<file path="config.mk">
export PLATFORM = sky130hd
export DESIGN_NAME = rx_idle_timer
export DESIGN_NICKNAME = d
export VERILOG_FILES = /design/src/rtl/rx_idle_pkg.sv /design/src/rtl/rx_idle_limit.sv /design/src/rtl/rx_idle_count.sv /design/src/rtl/rx_idle_flag.sv /design/src/rtl/rx_idle_timer.sv
export SDC_FILE = /design/constraint.sdc
export NUM_CORES = 1
export LEC_CHECK = 0
export BUFFER_PORTS_ARGS = -buffer_cell sky130_fd_sc_hd__buf_2
export CORE_MARGIN = 2
export CORE_UTILIZATION = 40
export CTS_BUF_LIST = sky130_fd_sc_hd__clkbuf_4 sky130_fd_sc_hd__clkbuf_8
export DETAILED_ROUTE_END_ITERATION = 6
export PLACE_DENSITY = 0.67
export REMOVE_ABC_BUFFERS = 1
export SLEW_MARGIN = 20
export SYNTH_ARGS = -nofsm -noshare
export SYNTH_HDL_FRONTEND = slang
export SYNTH_SLANG_ARGS = --single-unit
</file>
<file path="constraint.sdc">
create_clock -name clk -period 2.3 [get_ports clk]
set_input_delay 0.23 -clock clk [delete_from_list [all_inputs] [get_ports clk]]
set_output_delay 0.23 -clock clk [all_outputs]
set_load 0.005 [all_outputs]
</file>
<file path="src/rtl/rx_idle_pkg.sv">
package rx_idle_pkg;

    typedef enum logic [1:0] {
        ACT_KEEP   = 2'd0,
        ACT_PARK   = 2'd1,
        ACT_LOAD   = 2'd2,
        ACT_STEP   = 2'd3
    } idle_act_e;

    typedef struct packed {
        logic tick;
        logic chr;
        logic hold;
        logic reload;
    } idle_evt_t;

    // A load (character or reload command) wins over hold, which wins over a step.
    function automatic idle_act_e pick_act(input idle_evt_t ev, input logic armed);
        if (ev.reload || ev.chr)
            return ACT_LOAD;
        else if (ev.hold)
            return ACT_PARK;
        else if (armed && ev.tick)
            return ACT_STEP;
        else
            return ACT_KEEP;
    endfunction

    function automatic logic flag_clear(input idle_evt_t ev);
        return ev.hold || ev.reload;
    endfunction

endpackage

</file>
<file path="src/rtl/rx_idle_limit.sv">
module rx_idle_limit #(
    parameter int CNT_W = 16
) (
    input  logic             clk,
    input  logic             rst,
    input  logic             wr,
    input  logic [CNT_W-1:0] wdata,
    output logic [CNT_W-1:0] limit
);
    logic [CNT_W-1:0] limit_q;

    always_ff @(posedge clk) begin
        if (rst)
            limit_q <= '0;
        else if (wr)
            limit_q <= wdata;
    end

    assign limit = limit_q;

    assert_hold_R10: assert property (@(posedge clk) disable iff (rst)
        !wr |=> $stable(limit_q));
endmodule

</file>
<file path="src/rtl/rx_idle_count.sv">
module rx_idle_count
    import rx_idle_pkg::*;
#(
    parameter int CNT_W = 16
) (
    input  logic             clk,
    input  logic             rst,
    input  idle_evt_t        ev,
    input  logic [CNT_W-1:0] limit,
    output logic             fire
);
    localparam logic [CNT_W-1:0] ONE = CNT_W'(1);

    idle_act_e        act;
    logic             armed_q, armed_n;
    logic [CNT_W-1:0] count_q, count_n;
    logic             at_last;

    assign act     = pick_act(ev, armed_q);
    assign at_last = (count_q == ONE);
    assign fire    = (act == ACT_STEP) && at_last;

    always_comb begin
        armed_n = armed_q;
        count_n = count_q;
        unique case (act)
            ACT_LOAD: begin
                count_n = limit;
                armed_n = (limit != '0);
            end
            ACT_PARK: armed_n = 1'b0;
            ACT_STEP: begin
                count_n = count_q - ONE;
                if (at_last)
                    armed_n = 1'b0;
            end
            default: ;
        endcase
    end

    always_ff @(posedge clk) begin
        if (rst) begin
            armed_q <= 1'b0;
            count_q <= '0;
        end else begin
            armed_q <= armed_n;
            count_q <= count_n;
        end
    end

    assert_zero_off_R3: assert property (@(posedge clk) disable iff (rst)
        (ev.chr || ev.reload) && (limit == '0) |=> !armed_q);
    assert_fire_once_R8: assert property (@(posedge clk) disable iff (rst)
        fire |=> !armed_q && (count_q == '0));
    assert_parked_R11: assert property (@(posedge clk) disable iff (rst)
        !armed_q && !ev.chr && !ev.reload |=> $stable(count_q));
    assert_step_R2: assert property (@(posedge clk) disable iff (rst)
        armed_q && ev.tick && !ev.chr && !ev.reload && !ev.hold
        |=> count_q == $past(count_q) - ONE);
endmodule

</file>
<file path="src/rtl/rx_idle_flag.sv">
module rx_idle_flag (
    input  logic clk,
    input  logic rst,
    input  logic fire,
    input  logic clr,
    input  logic mask,
    output logic flag,
    output logic irq
);
    logic flag_q;

    always_ff @(posedge clk) begin
        if (rst)
            flag_q <= 1'b0;
        else if (clr)
            flag_q <= 1'b0;
        else if (fire)
            flag_q <= 1'b1;
    end

    assign flag = flag_q;
    assign irq  = flag_q & mask;

    assert_sticky_R5: assert property (@(posedge clk) disable iff (rst)
        flag_q && !clr |=> flag_q);
    assert_clear_R6: assert property (@(posedge clk) disable iff (rst)
        clr |=> !flag_q);
    assert_set_R2: assert property (@(posedge clk) disable iff (rst)
        fire && !clr |=> flag_q);
endmodule

</file>
<file path="src/rtl/rx_idle_timer.sv">
module rx_idle_timer
    import rx_idle_pkg::*;
#(
    parameter int CNT_W = 16
) (
    input  logic             clk,
    input  logic             rst,
    input  logic             baud_tick,
    input  logic             char_done,
    input  logic             lim_wr,
    input  logic [CNT_W-1:0] lim_wdata,
    input  logic             cmd_hold,
    input  logic             cmd_reload,
    input  logic             irq_mask,
    output logic             tmo_flag,
    output logic             tmo_irq
);
    idle_evt_t        ev;
    logic [CNT_W-1:0] limit;
    logic             fire;

    assign ev = '{tick: baud_tick, chr: char_done, hold: cmd_hold, reload: cmd_reload};

    rx_idle_limit #(.CNT_W(CNT_W)) u_limit (
        .clk   (clk),
        .rst   (rst),
        .wr    (lim_wr),
        .wdata (lim_wdata),
        .limit (limit)
    );

    rx_idle_count #(.CNT_W(CNT_W)) u_count (
        .clk   (clk),
        .rst   (rst),
        .ev    (ev),
        .limit (limit),
        .fire  (fire)
    );

    rx_idle_flag u_flag (
        .clk  (clk),
        .rst  (rst),
        .fire (fire),
        .clr  (flag_clear(ev)),
        .mask (irq_mask),
        .flag (tmo_flag),
        .irq  (tmo_irq)
    );

    assert_cmd_clear_R9: assert property (@(posedge clk) disable iff (rst)
        (cmd_hold || cmd_reload) && char_done |=> !tmo_flag);
endmodule

</file>
==> results.md, run 1 <==
* Worst Setup End Kind: register
* Vias in the first global route at 1194
* Tmin final at 1870 ps
* Hold-critical path depth at 2
* Worst Hold Path EP: u_count.armed_q
* Drt wl/cell at 13.5 um
* PD cells at 671 nW/um2
* Post-Syn Area per Cell at 8.78 um2
* Overflow after GRT at 0
* Hold_sp: baud_tick
* Ratio of cells with drive above 1 in the final layout at 20.6%
* Post-place setup slack at 450 ps
* Drt pass-1 iters at 5
* Nets at 235
* Top cell type's share of synthesized area at 41.5%
* Setup Skew at 4.34 ps
* Post-Syn Instances at 187
* Longest Clk Path Bufs at 2
* Area leader, netlist: dfxtp_1
* Synth Register Bits at 34
* FF-to-FF path depth at 4
* Achievable Freq at 535 MHz
* Vias at 1397
* Fillers at 413
* Final Hold Fails at 0
* Die X at 68.1 um
* CTS tree: built
* Ys Warns at 0
* CTS Buf Count at 5
* Post-CTS repair timing setup buffer count at 0
* Initial antenna violation count at 0
* Detailed Route WL at 3.51 mm
* Drt initial violations at 78
* IO buf count at 25
* Die Footprint at 4630 um2
* Crit share post-route at 81.2%
* Max cap viols at 0
* Hold-fix buffers, CTS at 0
* Status: completed
* Core area at 3970 um2
* R2r startpoint: u_count.count_q[8]
* Worst vdd ir at 0.000326 V
* Pin count of the biggest net entering global routing at 32
* Reg2reg end: u_count.count_q[14]
* Req. time, crit path at 2500 ps
* Worst slew pin tran at 571 ps
* Clock Latency Late Sink at 290 ps
* Setup tns final at 0 ps
* Via/cell ratio at 5.39
* Worst-path clk slew at 70 ps
* Leak pwr at 0.000757 uW
* Max H-tree Level at 2
* Crit Path Category: reg -> reg
* CTS resizes at 0
* DRC viols at 0
* Post-DP HPWL at 2.45 mm
* Synth area leaders: dfxtp_1 (41%), mux2i_1 (10%), nor2_1 (8.2%)
* Synth Cell Area at 1640 um2
* GRT Overall Usage at 16.4%
* Site Rows at 23
* RePlAce Congestion at 0.879
* Reg2reg setup slack at 430 ps
* Data arrival time of the worst path at 2070 ps
* Final Worst Setup Slack at 431 ps
* Max-slew violations at 0
* CTS Sinks at 34
* Ports at 26
* Die span in y at 68.1 um
* Antenna viol nets, final at 0
* Crit-path max FO at 7
* Post-synthesis sequential area ratio at 41.5%
* Unrepaired setup endpoints after global routing: false
* Root buffer cell: clkbuf_8
* Worst hold path class: in -> reg
* Startpoint Class: register
* Final Power at 1260 uW
* Area delta synth->final at 14.3%
* Post-synth cell types at 37
* Slew headroom at 61.9%
* First-pass GRT wire length at 5.64 mm
* Initial Util at 41.3%
* Inserted Diodes at 0
* Final setup vio count at 0
==> metal layers <==
| metal | track usage [%] | up-vias | wire length, um |
|---|---|---|---|
| met1 | 24.0 | 638 | 1790 |
| met3 | 5.26 | 4 | 204 |
| met4 | 5.25 | 0 | 35 |
| met2 | 22.5 | 38 | 1480 |
| met5 | 0 | - | 0 |
| li1 | - | 717 | - |
==> power breakdown <==
part	total, uW	switching, uW	internal [uW]
logic	183	97.6	85.1
clock network	417	214	203
registers	660	35.4	624
==> sequential cells by signal, summed over array words and instances (netlist names) <==
name and count:
u_flag.flag 1, u_count.armed_q 1, u_count.count_q 16, u_limit.limit 16
==> worst max-delay path, stage by stage, from the launching register on <==
cell      delay (ps)
dfxtp_1          370
or3_4            410
or4_4            450
or3_1            310
a311oi_1         240
==> cell usage in the layout (no fill, tap or decap), types with 3 or more instances in the layout <==
cell / n
nor2_1: 35
dfxtp_1: 34
buf_2: 25
mux2i_1: 17
nand2_1: 12
nor4_1: 9
a211oi_1: 8
nor3_1: 6
xor2_1: 6
clkbuf_8: 5
a311oi_1: 4
nand4_1: 4
a21oi_1: 4
o21ai_0: 3
nand4b_1: 3
buf_4: 3
==> metrics by stage <==
step	utilization, %	std cells	hold slack [ps]	cell area (um2)
4_1_cts	47.3	259	148	1880
3_5_place_dp	45.3	252	452	1800
5_1_grt	47.3	259	168	1880
2_1_floorplan	-	174	299	1590
3_3_place_gp	45.3	252	453	1800
6_report	47.3	259	156	1880
==> cell families (layout without fill, tap and decap cells) <==
family                     count (synthesis)  count (layout)  synth area share, %
AOI/OAI and AO/OA                         24              24                 10.3
and+or+nand+nor                           87              87                 28.2
muxes                                     17              17                 10.4
DFF                                       34              34                 41.5
buffers and inverters                     15              37                 3.89
adders and majority gates                  2               2                 1.52
xor gates and xnor gates                   8               8                 4.27
==> final cells by class <==
type	instances	area [um2]	share of cell area [%]
clock buffer	5	68.8	3.67
clock inverter	2	10.0	0.533
timing repair buffer	28	148	7.87
sequential	34	681	36.3
tap	50	62.6	3.33
multi-input combinational	138	900	47.9
inverter	2	7.51	0.400
==> synthesized netlist by cell type, drive strengths merged <==
library cell / number
a211oi: 8
a21oi: 4
a311oi: 4
and2: 1
and3b: 1
and4b: 1
buf: 1
clkbuf: 12
dfxtp: 34
ha: 2
inv: 2
mux2i: 17
nand2: 12
nand2b: 1
nand3: 2
nand3b: 1
nand4: 4
nand4b: 3
nor2: 36
nor3: 6
nor3b: 2
nor4: 10
o211ai: 1
o21a: 2
o21ai: 3
o22ai: 1
o31a: 1
or2: 1
or3: 3
or4: 2
or4b: 1
xnor2: 2
xor2: 6
==> worst max path at each step <==
stage                        from             endpoint  slack, ps  depth (start not counted)
6_report       u_count.count_q[8]  u_count.count_q[14]        430                          4
5_1_grt        u_count.count_q[2]  u_count.count_q[11]        360                          4
4_1_cts        u_count.count_q[8]  u_count.count_q[14]        430                          4
3_5_place_dp   u_count.count_q[8]  u_count.count_q[14]        450                          4
3_3_place_gp   u_count.count_q[8]  u_count.count_q[14]        470                          4
2_1_floorplan  u_count.count_q[8]  u_count.count_q[14]        510                          4
Power figures use the tool's default switching activity.
==> inputs of run 2 (changes only) <==
==> constraint.sdc (replaced) <==
create_clock -name clk -period 1.8 [get_ports clk]
set_input_delay 0.18 -clock clk [delete_from_list [all_inputs] [get_ports clk]]
set_output_delay 0.18 -clock clk [all_outputs]
set_load 0.005 [all_outputs]
==> results.md, run 2 (synthesis results as in run 1) <==
* Final Worst Setup Slack at 25.9 ps
* IO buf count at 25
* Via/cell ratio at 5.31
* Max cap viols at 0
* Most common cell after layout, fill and taps aside: nor2_1
* Worst slew pin tran at 457 ps
* Clock Latency Late Sink at 280 ps
* First-pass GRT wire length at 6.27 mm
* Worst-path clk slew at 70 ps
* WHS at 106 ps
* Longest Clk Path Bufs at 2
* Startpoint Class: register
* Reg2reg setup slack at 30 ps
* Family with the most delay on the worst path: simple AND/OR/NAND/NOR gates
* Tmin final at 1770 ps
* Fillers at 403
* Worst Hold Path EP: u_count.armed_q
* R2r startpoint: u_count.count_q[8]
* Final setup vio count at 0
* Hold-fix buffers, CTS at 0
* Data arrival time of the worst path at 1980 ps
* Achievable Freq at 564 MHz
* Inserted Diodes at 0
* Worst hold path class: in -> reg
* Setup Skew at 4.72 ps
* Crit Path Category: reg -> reg
* CTS tree: built
* Die X at 68.1 um
* Post-DP HPWL at 2.57 mm
* Slew headroom at 69.5%
* Worst Path Buf+Inv at 0
* Slowest Stage Delay on Critical Path at 450 ps
* Antenna viol nets, final at 0
* Initial antenna violation count at 0
* FF-to-FF path depth at 4
* Detailed Route WL at 3.60 mm
* Post-place setup slack at 35.4 ps
* Ratio of cells with drive above 1 in the final layout at 24.0%
* GRT Overall Usage at 18.2%
* Drt initial violations at 59
* Worst vdd ir at 0.000511 V
* PD cells at 864 nW/um2
* Max-slew violations at 0
* Highest-delay cell along the critical path: or4_4
* Unrepaired setup endpoints after global routing: true
* Max H-tree Level at 2
* Drt pass-1 iters at 4
* Drt wl/cell at 13.5 um
* Hold_sp: baud_tick
* Die span in y at 68.1 um
* DRC viols at 0
* Req. time, crit path at 2000 ps
* Area delta synth->final at 18.9%
* Leak pwr at 0.000801 uW
* Crit share post-route at 98.6%
* Pin count of the biggest net entering global routing at 37
* Crit-path max FO at 5
* Status: completed
* CTS Sinks at 34
* Most frequent cells in the layout: nor2_1 (35), dfxtp_1 (34), buf_2 (25), mux2i_1 (17), nand2_1 (12)
* Ports at 26
* Root buffer cell: clkbuf_8
* Util after Layout at 49.1%
* Vias at 1418
* Die Footprint at 4630 um2
* CTS Buf Count at 5
* Initial Util at 41.3%
* Reg2reg end: u_count.count_q[14]
* Vias in the first global route at 1345
* Core area at 3970 um2
* Nets at 242
* Fin area at 1950 um2
* Post-DP Area at 1850 um2
* Final Power at 1690 uW
* Overflow after GRT at 0
* Final Hold Fails at 0
* Worst Setup End Kind: register
* Crit-path cells: or3_4 > or4_4 > or3_1 > a311oi_2
* Hold-critical path depth at 2
* RePlAce Congestion at 0.841
* Site Rows at 23
run 2: timing repair:
action,in CTS,in global routing
resized for setup,0,1
endpoints found under the setup margin,0,1
buffers inserted,0,0
run 2: layout make-up:
cell class | count | area [um2] | share of cell area (%)
clock buffers | 7 | 90.1 | 4.62
repair buffers | 35 | 200 | 10.3
multi-input cells | 138 | 906 | 46.4
well taps | 50 | 62.6 | 3.21
inverters | 2 | 7.51 | 0.385
clock inverters | 1 | 5.00 | 0.256
flip-flops and latches | 34 | 681 | 34.9
run 2: how the worst max path moves through the flow:
stage	startpoint	endpoint	slack, ps	cells after the start
2_1_floorplan	u_count.count_q[8]	u_count.count_q[14]	10	4
3_3_place_gp	u_count.count_q[8]	u_count.count_q[14]	60	4
3_5_place_dp	u_count.count_q[8]	u_count.count_q[14]	40	4
4_1_cts	u_count.count_q[8]	u_count.count_q[14]	20	4
5_1_grt	u_count.count_q[8]	u_count.count_q[14]	-70	4
6_report	u_count.count_q[8]	u_count.count_q[14]	30	4
run 2: where the power goes:
group	switching [uW]	internal (uW)	leakage, uW
Combinational	131	123	0.000469
Sequential	42.3	798	0.000280
Clock	269	323	0.0000517
Total	442	1240	0.000801
run 2: routing by layer:
| layer | GRT usage [%] | up-vias | routed length, um |
|---|---|---|---|
| li1 | - | 732 | - |
| met1 | 26.1 | 656 | 1740 |
| met2 | 25.8 | 26 | 1690 |
| met3 | 5.10 | 4 | 138 |
| met4 | 6.50 | 0 | 22 |
| met5 | 0 | - | 0 |
run 2: through the flow:
stage	setup TNS (ps)	instances
floorplan	0	174
global placement	0	259
detailed placement	0	259
CTS	0	267
global route	-71.5	267
finish	0	267
==> inputs of run 3 (changes only) <==
--- a/config.mk
+++ b/config.mk
@@ -5,12 +5,11 @@
 export SDC_FILE = /design/constraint.sdc
 export NUM_CORES = 1
 export LEC_CHECK = 0
-export BUFFER_PORTS_ARGS = -buffer_cell sky130_fd_sc_hd__buf_2
 export CORE_MARGIN = 2
 export CORE_UTILIZATION = 40
-export CTS_BUF_LIST = sky130_fd_sc_hd__clkbuf_4 sky130_fd_sc_hd__clkbuf_8
 export DETAILED_ROUTE_END_ITERATION = 6
-export PLACE_DENSITY = 0.67
+export DONT_BUFFER_PORTS = 1
+export PLACE_DENSITY = 0.61
 export REMOVE_ABC_BUFFERS = 1
 export SLEW_MARGIN = 20
 export SYNTH_ARGS = -nofsm -noshare
==> results.md, run 3 (synthesis results as in run 1) <==
* Status: completed
* Drt initial violations at 47
* Max-slew violations at 0
* Area delta synth->final at 10.6%
* Root buffer cell: clkbuf_8
* Worst-path clk slew at 70 ps
* Worst slew pin tran at 567 ps
* Vias at 1354
* Final Power at 1580 uW
* Longest Clk Path Bufs at 2
* CTS Buf Count at 5
* CTS Sinks at 34
* Initial Util at 41.3%
* Ports at 26
* DRC viols at 0
* Worst Setup End Kind: register
* Max cap viols at 0
* Fillers at 385
* Post-DP HPWL at 2.53 mm
* Crit Path Category: reg -> reg
* Inserted Diodes at 0
* Post-place setup slack at 29.9 ps
* Setup Skew at 4.31 ps
* Worst hold path class: in -> reg
* Post-CTS repair timing setup buffer count at 0
* Tmin final at 1750 ps
* Max H-tree Level at 2
* Leak pwr at 0.000695 uW
* Antenna viol nets, final at 0
* First-pass GRT wire length at 6.04 mm
* Slew headroom at 62.2%
* Clock Latency Late Sink at 280 ps
* Overflow after GRT at 0
* Vias in the first global route at 1284
* Die Footprint at 4630 um2
* Area of the multi-input gates at 897 um2
* Drt pass-1 iters at 4
* Ratio of cells with drive above 1 in the final layout at 12.4%
* Drt wl/cell at 14.9 um
* Initial antenna violation count at 0
* Final Worst Setup Slack at 53.8 ps
* Core area at 3970 um2
* Crit-path max FO at 5
* RePlAce Congestion at 0.823
* Worst vdd ir at 0.000426 V
* Util after Layout at 45.7%
* Most frequent cells in the layout: nor2_1 (36), dfxtp_1 (33), mux2i_1 (17), nand2_1 (12), buf_4 (10)
* Pin count of the biggest net entering global routing at 32
* Final cell count without fillers at 243
* Most common cell after layout, fill and taps aside: nor2_1
* Nets at 219
* Placed insts at 234
* Startpoint Class: register
* Crit share post-route at 97.0%
* GRT Overall Usage at 17.7%
* CTS tree: built
* IO buf count at 0
* Unrepaired setup endpoints after global routing: true
* Final setup vio count at 0
* Site Rows at 23
* Die span in y at 68.1 um
* Final Hold Fails at 0
* Req. time, crit path at 2000 ps
* Achievable Freq at 573 MHz
* Data arrival time of the worst path at 1940 ps
* Reg area at 682 um2
* Detailed Route WL at 3.63 mm
* Via/cell ratio at 5.57
* Die X at 68.1 um
* PD cells at 869 nW/um2
## run 3: what timing repair did
item                                    4_1_cts  5_1_grt
endpoints found under the setup margin        0        2
hold buffers                                  2        0
resized for setup                             0        1
endpoints found under the hold margin        32        0
## run 3: metal layers
metal / wire length, um / track usage [%]
met5: 0 / 0
met4: 103 / 10.3
met3: 156 / 4.44
met2: 1680 / 27.1
met1: 1680 / 22.7
## run 3: final timing paths
kind	from	endpoint	slack (ps)	cells after the start
hold reg to reg	u_limit.limit[1]	u_count.count_q[1]	480	2
setup / recovery	u_count.count_q[8]	u_count.count_q[14]	50	4
setup reg to reg	u_count.count_q[8]	u_count.count_q[14]	50	4
hold / removal	lim_wdata[7]	u_limit.limit[7]	40	2
## run 3: cell type report
class,instances,share of cell area (%)
repair buffers,12,4.96
multi-input cells,138,49.4
inverters,2,0.414
clock buffers,7,4.20
well taps,50,3.45
flip-flops and latches,34,37.6
## run 3: critical path, stage by stage, from the launching register on
cell and delay [ps]:
dfxtp_2 320, or3_4 380, or4_4 450, or3_1 320
a311oi_1 200
## run 3: stage by stage
| step | TNS [ps] | hold WS [ps] | cell area [um2] |
|---|---|---|---|
| CTS | 0 | 43.0 | 1820 |
| detailed placement | 0 | 258 | 1720 |
| finish | 0 | 44.9 | 1820 |
| global placement | 0 | 257 | 1720 |
| global route | -37.9 | 43.1 | 1820 |
| floorplan | 0 | 249 | 1590 |
## run 3: report_power, final
part	internal, uW	total, uW	switching, uW
combinational	106	215	109
clock	266	521	255
sequential	798	841	42.4
total	1170	1580	406
